[src/rtl/itx_pkg.sv]
package itx_pkg;
  typedef enum logic [1:0] {
    FLT_NONE = 2'd0,
    FLT_ACV  = 2'd1,
    FLT_PGF  = 2'd2,
    FLT_MCHK = 2'd3
  } itx_fault_e;

  typedef enum logic [1:0] {
    MODE_KERN = 2'd0,
    MODE_EXEC = 2'd1,
    MODE_SUPV = 2'd2,
    MODE_USER = 2'd3
  } itx_mode_e;
endpackage

[src/rtl/itx_va_classify.sv]
module itx_va_classify #(
  parameter int ADDR_W = 64,
  parameter int VA_W   = 43,
  parameter int SP_HI  = 47,
  parameter int SP_LO  = 41,
  parameter logic [SP_HI-SP_LO:0] SP_TAG = 7'h7e
) (
  input  logic [ADDR_W-1:0] addr_i,
  output logic              bypass_o,
  output logic              va_ok_o,
  output logic              superpage_o
);
  localparam int EXT_W = ADDR_W - VA_W + 1;

  logic [EXT_W-1:0] ext_bits;

  assign ext_bits    = addr_i[ADDR_W-1:VA_W-1];
  assign bypass_o    = addr_i[0];
  assign va_ok_o     = (&ext_bits) | ~(|ext_bits);
  assign superpage_o = va_ok_o && (addr_i[SP_HI:SP_LO] == SP_TAG);
endmodule

[src/rtl/itx_perm_check.sv]
module itx_perm_check #(
  parameter int ADDR_W     = 64,
  parameter int PPN_W      = 32,
  parameter int PAGE_SHIFT = 13,
  parameter int N_MODE     = 4,
  parameter int MODE_W     = 2
) (
  input  logic [ADDR_W-1:0] addr_i,
  input  logic [MODE_W-1:0] mode_i,
  input  logic [PPN_W-1:0]  ppn_i,
  input  logic [N_MODE-1:0] rd_en_i,
  output logic              allow_o,
  output logic [ADDR_W-1:0] paddr_o
);
  logic [N_MODE-1:0] sel;

  for (genvar m = 0; m < N_MODE; m++) begin : g_mode
    assign sel[m] = (mode_i == MODE_W'(m)) && rd_en_i[m];
  end

  assign allow_o = |sel;

  logic [ADDR_W-1:0] page_base;
  logic [ADDR_W-1:0] page_off;

  assign page_base = ADDR_W'(ppn_i) << PAGE_SHIFT;
  assign page_off  = ADDR_W'({addr_i[PAGE_SHIFT-1:2], 2'b00});
  assign paddr_o   = page_base + page_off;
endmodule

[src/rtl/itx_fault_regs.sv]
module itx_fault_regs #(
  parameter int ADDR_W = 64,
  parameter int VPN_W  = 30
) (
  input  logic              clk_i,
  input  logic              rst_ni,
  input  logic              capture_i,
  input  logic [ADDR_W-1:0] addr_i,
  input  logic [VPN_W-1:0]  vpn_i,
  input  logic [ADDR_W-1:0] ptbr_i,
  output logic [ADDR_W-1:0] tag_o,
  output logic [ADDR_W-1:0] form_o
);
  always_ff @(posedge clk_i or negedge rst_ni) begin
    if (!rst_ni) begin
      tag_o  <= '0;
      form_o <= '0;
    end else if (capture_i) begin
      tag_o  <= addr_i;
      form_o <= ptbr_i | (ADDR_W'(vpn_i) << 3);
    end
  end

  p_hold_r9: assert property (@(posedge clk_i) disable iff (!rst_ni)
    !capture_i |=> $stable(tag_o) && $stable(form_o));
  p_capture_tag_r9: assert property (@(posedge clk_i) disable iff (!rst_ni)
    capture_i |=> tag_o == $past(addr_i));
  p_capture_form_r9: assert property (@(posedge clk_i) disable iff (!rst_ni)
    capture_i |=> (form_o & $past(ptbr_i)) == $past(ptbr_i));
endmodule

[src/rtl/itx_fetch_xlate.sv]
module itx_fetch_xlate #(
  parameter int ADDR_W     = 64,
  parameter int VA_W       = 43,
  parameter int PA_W       = 44,
  parameter int PAGE_SHIFT = 13,
  parameter int PPN_W      = 32,
  parameter int SP_FILL    = 40
) (
  input  logic              clk_i,
  input  logic              rst_ni,
  input  logic              req_valid_i,
  input  logic [63:0]       fetch_addr_i,
  input  logic              phys_mode_i,
  input  logic [1:0]        mode_i,
  input  logic              tlb_hit_i,
  input  logic [31:0]       tlb_ppn_i,
  input  logic [3:0]        tlb_rd_en_i,
  input  logic [63:0]       ptbr_i,
  output logic [63:0]       paddr_o,
  output logic [1:0]        fault_o,
  output logic [63:0]       fault_tag_o,
  output logic [63:0]       fault_form_o
);
  import itx_pkg::*;

  localparam int VPN_W = VA_W - PAGE_SHIFT;
  localparam logic [ADDR_W-1:0] PA_MASK =
    {{(ADDR_W-PA_W){1'b0}}, {PA_W{1'b1}}};
  localparam logic [ADDR_W-1:0] FILL_MASK =
    {{(ADDR_W-PA_W){1'b0}}, {(PA_W-SP_FILL){1'b1}}, {SP_FILL{1'b0}}};
  localparam logic [ADDR_W-1:0] LOW_MASK =
    {{(ADDR_W-SP_FILL){1'b0}}, {SP_FILL{1'b1}}};

  logic              bypass, va_ok, superpage, allow;
  logic [ADDR_W-1:0] hit_pa, pa;
  itx_fault_e        flt;

  itx_va_classify #(.ADDR_W(ADDR_W), .VA_W(VA_W)) i_classify (
    .addr_i      (fetch_addr_i),
    .bypass_o    (bypass),
    .va_ok_o     (va_ok),
    .superpage_o (superpage)
  );

  itx_perm_check #(.ADDR_W(ADDR_W), .PPN_W(PPN_W), .PAGE_SHIFT(PAGE_SHIFT)) i_perm (
    .addr_i  (fetch_addr_i),
    .mode_i  (mode_i),
    .ppn_i   (tlb_ppn_i),
    .rd_en_i (tlb_rd_en_i),
    .allow_o (allow),
    .paddr_o (hit_pa)
  );

  // priority: bypass, physical, bad VA, superpage, lookup; then range check
  always_comb begin
    pa  = '0;
    flt = FLT_NONE;
    if (bypass) begin
      pa = fetch_addr_i & ~ADDR_W'(3) & PA_MASK;
    end else begin
      if (phys_mode_i) begin
        pa = fetch_addr_i;
      end else if (!va_ok) begin
        flt = FLT_ACV;
      end else if (superpage) begin
        if (mode_i != MODE_KERN) flt = FLT_ACV;
        else if (fetch_addr_i[SP_FILL]) pa = (fetch_addr_i & PA_MASK) | FILL_MASK;
        else pa = fetch_addr_i & LOW_MASK;
      end else if (!tlb_hit_i) begin
        flt = FLT_PGF;
      end else if (!allow) begin
        flt = FLT_ACV;
      end else begin
        pa = hit_pa;
      end
      if (flt == FLT_NONE && (pa & ~PA_MASK) != '0) flt = FLT_MCHK;
    end
    if (!req_valid_i) flt = FLT_NONE;
  end

  assign paddr_o = pa;
  assign fault_o = flt;

  itx_fault_regs #(.ADDR_W(ADDR_W), .VPN_W(VPN_W)) i_regs (
    .clk_i     (clk_i),
    .rst_ni    (rst_ni),
    .capture_i (flt == FLT_ACV || flt == FLT_PGF),
    .addr_i    (fetch_addr_i),
    .vpn_i     (fetch_addr_i[VA_W-1:PAGE_SHIFT]),
    .ptbr_i    (ptbr_i),
    .tag_o     (fault_tag_o),
    .form_o    (fault_form_o)
  );

  p_bypass_clean_r1: assert property (@(posedge clk_i) disable iff (!rst_ni)
    req_valid_i && fetch_addr_i[0] |-> fault_o == FLT_NONE && paddr_o[1:0] == 2'b00);
  p_pa_in_range_r8: assert property (@(posedge clk_i) disable iff (!rst_ni)
    req_valid_i && fault_o == FLT_NONE |-> (paddr_o & ~PA_MASK) == '0);
  p_mchk_out_of_range_r2: assert property (@(posedge clk_i) disable iff (!rst_ni)
    fault_o == FLT_MCHK |-> (paddr_o & ~PA_MASK) != '0);
  p_idle_quiet_r11: assert property (@(posedge clk_i) disable iff (!rst_ni)
    !req_valid_i |-> fault_o == FLT_NONE);
  p_superpage_user_r5: assert property (@(posedge clk_i) disable iff (!rst_ni)
    req_valid_i && !fetch_addr_i[0] && !phys_mode_i && superpage && mode_i != MODE_KERN
    |-> fault_o == FLT_ACV);
endmodule

[config.mk]
export PLATFORM = sky130hd
export DESIGN_NAME = itx_fetch_xlate
export DESIGN_NICKNAME = d
export VERILOG_FILES = /design/src/rtl/itx_pkg.sv /design/src/rtl/itx_va_classify.sv /design/src/rtl/itx_perm_check.sv /design/src/rtl/itx_fault_regs.sv /design/src/rtl/itx_fetch_xlate.sv
export SDC_FILE = /design/constraint.sdc
export NUM_CORES = 1
export LEC_CHECK = 0
export ABC_AREA = 1
export ABC_CLOCK_PERIOD_IN_PS = 4400
export CORE_AREA = 4 4 142 144
export CTS_BUF_LIST = sky130_fd_sc_hd__clkbuf_2
export CTS_CLUSTER_SIZE = 24
export DETAILED_ROUTE_END_ITERATION = 16
export DIE_AREA = 0 0 146 148
export PLACE_DENSITY_LB_ADDON = 0.3
export RECOVER_POWER = 25
export SLEW_MARGIN = 20
export SYNTH_ARGS = -nofsm -noshare
export SYNTH_HDL_FRONTEND = slang
export SYNTH_SLANG_ARGS = --single-unit
[constraint.sdc]
create_clock -name clk_i -period 4.4 [get_ports clk_i]
set_input_delay 0.88 -clock clk_i [delete_from_list [all_inputs] [get_ports clk_i]]
set_output_delay 0.88 -clock clk_i [all_outputs]
set_load 0.05 [all_outputs]
==> impl_metrics.tcl, run 1 <==
set metrics [dict create \
    rows 50 \
    grt_use_total_pct 24.2 \
    relSlewSlack_pct -129 \
    crit_family "buffers and inverters" \
    powerDensity_nw_per_um2 244 \
    synth_top_area_share_pct 47.0 \
    nets 1397 \
    critical_path_buf_inv_count 5 \
    maxCapViolCount 1 \
    grt_max_degree 128 \
    drt_wl_total_um 27100 \
    ys_types 27 \
    end_kind "primary output" \
    die_area_um2 21600 \
    min_path_cells 2 \
    p_leak_uw 0.00529 \
    design.core.area_um2 18700 \
    async_flop_share_pct 100 \
    criticalPathCategory "in2out" \
    ir_drop_mv 0.138 \
    worstHoldEndpoint "i_regs.tag_o[0]" \
    htreeDepth 4 \
    grt_pass1_wl_um 41900 \
    worstPathArrival_ps 3150 \
    clockBufferDepth 2 \
    fillers 1729 \
    area_growth_pct 62.6 \
    fmax_mhz 248 \
    fp.dieW_um 146 \
    synthesis.nets 1067 \
    fp.dieH_um 148 \
    r2r_slack_ps 3690 \
    hold_viol_final 0 \
    reg2reg_from "i_regs.tag_o[2]" \
    worstHoldPathType "reg2reg" \
    worstPathRequired_ps 3520 \
    hold_start "i_regs.tag_o[0]" \
    worst-path-stages 15 \
    ys_warn_count 0 \
    r2r_end "i_regs.tag_o[2]" \
    setup_violations 0 \
    ys_seq_area_share_pct 47.0 \
    violations "capacitance limit, slew limit" \
    synth.avg_cell_area_um2 7.61 \
    postCtsHoldBufs 0 \
    status "finished, violations left" \
    num_vias 7623 \
    gp_congestion 0.853 \
    numPortBuffers 363 \
    cts_root_buffer "clkbuf_2" \
    clock_skew_ps 0 \
    worstSkewPairLatency_ps 680 \
    crit_path_top_delay_cell "clkdlybuf4s50_1" \
    worst_slew_pin_slew_ps 3430 \
    synth_edf_count 0 \
    cts_resized 0 \
    yosysMostFrequentCell "nand2_1" \
    cts.sink_count 128 \
    synthFlopType "dfrtp_1" \
    initial_core_util_pct 36.5 \
    wl_per_cell_um 18.4 \
    crit_path_max_incr_delay_ps 570 \
    path_clk_slew_ps 210 \
    grt_setup_unrepaired "no" \
    reg2reg_depth 2 \
    grt_pass1_vias 7628 \
    synthCells 896 \
    drc 0 \
    cts_tree "built" \
    yosysTopAreaCell "dfrtp_1" \
    finalSetupTns_ps 0 \
    drtPass1Iterations 5 \
    overflow 0 \
    drv_slew 62 \
    routed_via_density 5.18 \
    antenna_found_initial 4 \
    final_util_pct 59.3 \
    synth_commonest_cells "nand2_1 (308), dfrtp_1 (128), nand3_1 (128)" \
    post-route-min-period_ps 4030 \
    synth.area.top_cells "dfrtp_1 (47%), nand2_1 (17%), nand3_1 (9.4%)" \
    synth-seq-cells 128 \
    cp_max_fo 32 \
    worstSetupStartpointType "input pin" \
    drtIter0Drc 376 \
    path_cells "clkdlybuf4s50_1, nand2_1, nor2_1, nand2_1, nor2_1, nand2_1, nand2_4, nand2_2, inv_1, buf_12, o21ai_0, a21boi_1, buf_4, nor2_1, buf_4" \
    io_pins 365 \
    syn_area_um2 6820 \
    cts_buffers 17 \
    hpwl_um 19700 \
    min_period_over_period_pct 91.5 \
    ant_nets 0 \
    post_cts_buffers 0 \
    drive_above_1_share_pct 11.7 \
]
flip-flops by register name, indices dropped and copies added, names as in the netlist:
signal and count:
i_regs.form_o 64, i_regs.tag_o 64
worst max path at each step:
stage,slack [ps],from,end
after detailed placement,370,fetch_addr_i[47],paddr_o[10]
after CTS,360,fetch_addr_i[47],paddr_o[10]
after floorplan,410,phys_mode_i,paddr_o[20]
after global routing,200,fetch_addr_i[47],paddr_o[5]
after global placement,430,fetch_addr_i[44],paddr_o[11]
final,370,fetch_addr_i[47],paddr_o[10]
per-stage QoR:
stage,hold slack [ps],std cells,total power (uW),worst slack [ps],area [um^2]
finish,513,1473,2700,373,11100
global route,542,1473,2830,198,11100
CTS,216,1472,2740,364,11100
detailed placement,489,1441,1950,368,10800
global placement,483,1441,1940,427,10800
floorplan,584,896,1550,408,6820
cells by family after synthesis:
group	after synthesis	share of synthesized area, %
simple gates	547	35.2
flops	128	47.0
compound gates	124	10.2
buf+inv	96	7.52
other cells	1	0.0550
placed cells by master (no fill, tap or decap), types with 3 or more instances in the layout:
cell type / instances
a21oi_1: 60
buf_12: 39
buf_4: 23
bufinv_16: 3
clkbuf_2: 17
clkdlybuf4s50_1: 314
clkinv_2: 3
clkinvlp_4: 3
dfrtp_1: 128
inv_1: 26
nand2_1: 307
nand3_1: 128
nand3_2: 10
nand4_1: 8
nor2_1: 53
nor2_2: 3
o21ai_0: 33
o31ai_1: 27
or2_2: 31
worst register-to-register path, cell delays in order (launching register included):
cell and delay (ps):
dfrtp_1 460, nand3_1 100, nand2_1 60
metal layers:
layer | vias up | part of all wire (%) | global-route usage (%)
li1 | 3611 | - | -
met1 | 3581 | 39 | 29.0
met2 | 372 | 48 | 40.0
met3 | 53 | 9.8 | 8.83
met4 | 6 | 3.0 | 8.80
met5 | - | 0.13 | 0
power by group:
| part | switching, uW | internal [uW] |
|---|---|---|
| clock network | 463 | 313 |
| registers | 12.7 | 1200 |
| logic | 397 | 316 |
cell type report:
type                       instances  area, um^2  share of cell area, %
tap                              234         293                   2.64
timing repair buffer             379        4110                   37.1
inverter                          28         105                  0.948
multi-input combinational        672        3120                   28.2
clock buffer                      17        85.1                  0.767
sequential                       128        3200                   28.9
antenna                            1        2.50                 0.0226
clock inverter                    14         166                   1.50
Note: power is estimated with default switching activity, not from simulation.
==> inputs of run 2 (changes only) <==
--- a/config.mk
+++ b/config.mk
@@ -6,13 +6,13 @@
 export NUM_CORES = 1
 export LEC_CHECK = 0
 export ABC_AREA = 1
-export ABC_CLOCK_PERIOD_IN_PS = 4400
-export CORE_AREA = 4 4 142 144
+export ABC_CLOCK_PERIOD_IN_PS = 3250
+export CORE_MARGIN = 4
+export CORE_UTILIZATION = 37
 export CTS_BUF_LIST = sky130_fd_sc_hd__clkbuf_2
 export CTS_CLUSTER_SIZE = 24
 export DETAILED_ROUTE_END_ITERATION = 16
-export DIE_AREA = 0 0 146 148
-export PLACE_DENSITY_LB_ADDON = 0.3
+export PLACE_DENSITY_LB_ADDON = 0.25
 export RECOVER_POWER = 25
 export SLEW_MARGIN = 20
 export SYNTH_ARGS = -nofsm -noshare
==> constraint.sdc (replaced) <==
create_clock -name clk_i -period 3.25 [get_ports clk_i]
set_input_delay 0.65 -clock clk_i [delete_from_list [all_inputs] [get_ports clk_i]]
set_output_delay 0.65 -clock clk_i [all_outputs]
set_load 0.05 [all_outputs]
==> run 2 against run 1 <==
Effect of this change: the flow still finishes with violations (capacitance limit, slew limit); sequential power increased by 36%; wire length increased by 1.6%; register-to-register slack got worse by 1200 ps; critical path type unchanged.
==> impl_metrics.tcl, run 2 (synthesized netlist as in run 1, its figures left out) <==
set metrics [dict create \
    drive_above_1_share_pct 18.4 \
    route.met3.wl_um 2730 \
    crit_path_top_delay_cell "clkdlybuf4s50_1" \
    p_sw_uw 1190 \
    power_frac_clock_pct 28.3 \
    crit_path_max_incr_delay_ps 510 \
    reg.largest.list "i_regs.form_o x64, i_regs.tag_o x64" \
    worst_path_most_repeated_cell "buf_12" \
    gp_congestion 0.932 \
    ant_nets 0 \
    worstSetupStartpoint "mode_i[1]" \
    top_layer "met5" \
    hold_viol_final 0 \
    worstSkewPairLatency_ps 680 \
    p_sw_share_pct 32.0 \
    fp.dieW_um 144 \
    grt_use_total_pct 25.9 \
    cts_tree "built" \
    relSlewSlack_pct -2.32 \
    worstPathRequired_ps 2600 \
    routed_via_density 5.05 \
    worstHoldPathType "in2reg" \
    clock_skew_ps 0 \
    nets 1465 \
    design.core.area_um2 18000 \
    hpwl_um 20500 \
    cts.sink_count 128 \
    num_vias 7778 \
    numPortBuffers 363 \
    final_common_cell "nand2_1" \
    overflow 0 \
    post-route-min-period_ps 3140 \
    io_pins 365 \
    reg2reg_from "i_regs.form_o[45]" \
    die_area_um2 20700 \
    antenna_found_initial 3 \
    maxCapViolCount 1 \
    cts_buffers 17 \
    drc 0 \
    end_kind "primary output" \
    wl_met2_um 13500 \
    cp_max_fo 19 \
    area_growth_pct 71.4 \
    drtPass1Iterations 7 \
    grt_max_degree 80 \
    fp.dieH_um 144 \
    grt_pass1_wl_um 41700 \
    drv_slew 60 \
    grt_pass1_vias 7682 \
    fmax_mhz 318 \
    combPwrFrac_pct 27.4 \
    wl_met1_um 10400 \
    violations "capacitance limit, slew limit" \
    rows 49 \
    drtIter0Drc 368 \
    status "finished, violations left" \
    final_cells 1539 \
    powerDensity_nw_per_um2 317 \
    setup_violations 0 \
    layout_common_cells "nand2_1 (307), clkdlybuf4s50_1 (272), dfrtp_1 (128)" \
    initial_core_util_pct 37.8 \
    worstPathArrival_ps 2490 \
    path_clk_slew_ps 200 \
    wl_per_cell_um 17.9 \
    criticalPathCategory "in2out" \
    clockBufferDepth 2 \
    path_cells "clkdlybuf4s50_1, nand3b_1, nand2_1, nor2_4, buf_12, a21oi_1, o31ai_1, buf_4, buf_12" \
    p_leak_uw 0.00575 \
    seqPwrFrac_pct 44.3 \
    fillers 1598 \
    ir_drop_mv 0.197 \
    hold_start "fetch_addr_i[52]" \
    drt_wl_total_um 27500 \
    place_inst 1498 \
    htreeDepth 4 \
    final_util_pct 64.9 \
    min_period_over_period_pct 96.7 \
    worst_slew_pin_slew_ps 1530 \
    cts_root_buffer "clkbuf_2" \
    worstSetupStartpointType "input pin" \
    power.internal_uw 2520 \
]
==> run 2: per-layer routing <==
metal / GRT usage [%] / vias to the layer above
met1: 30.2 / 3635
met5: 0 / -
met3: 10.0 / 60
met2: 43.2 / 332
met4: 10.0 / 4
li1: - / 3747
==> run 2: timing repair <==
item | in CTS | in global routing
endpoints found under the hold margin | 58 | 0
hold buffers | 1 | 0
setup buffers | 1 | 2
gates resized for setup | 29 | 16
cloned | 2 | 0
setup endpoints to repair | 39 | 32
pin swaps | 7 | 9
==> run 2: layout make-up <==
class                   instances  area, um^2  share of cell area, %
multi-input cells             672        3150                   27.0
repair buffers                447        4670                   40.0
clock inverters                14         165                   1.41
flip-flops and latches        128        3200                   27.4
inverters                      28         113                  0.963
diodes                          3        7.51                 0.0642
well taps                     229         287                   2.45
clock buffers                  18        90.1                  0.771
==> run 2: power groups by stage <==
stage / clock (uW) / combinational, uW / sequential (uW)
CTS: 1090 / 1020 / 1640
global placement: 0 / 1010 / 1670
global route: 1160 / 1070 / 1650
detailed placement: 0 / 1020 / 1670
finish: 1050 / 1010 / 1640
floorplan: 0 / 320 / 1770
==> run 2: worst paths after layout <==
| path | depth (start not counted) | slack, ps | endpoint |
|---|---|---|---|
| min in group asynchronous | 2 | 860 | i_regs.form_o[52] |
| max | 9 | 110 | paddr_o[27] |
| min | 3 | 350 | i_regs.tag_o[52] |
| max in group asynchronous | 3 | 650 | i_regs.tag_o[34] |
| max reg2reg | 2 | 2540 | i_regs.form_o[45] |
| min reg2reg | 2 | 520 | i_regs.tag_o[0] |
==> run 2: through the flow <==
stage          total power, uW  cell area, um^2  setup slack, ps  hold WS [ps]  setup TNS, ps
2_1_floorplan             2090             6820             -282           354          -7350
3_3_place_gp              2680            11300            -99.5           486          -2170
3_5_place_dp              2690            11300             -140           494          -3350
4_1_cts                   3740            11600             52.5           273              0
5_1_grt                   3880            11700            -46.9           294          -87.1
6_report                  3700            11700              106           352              0
==> run 2: worst max-delay path: cells and delay by family <==
kind | cells | cell delay, ps
compound gates | 2 | 360
buf+inv | 4 | 990
simple gates | 3 | 480
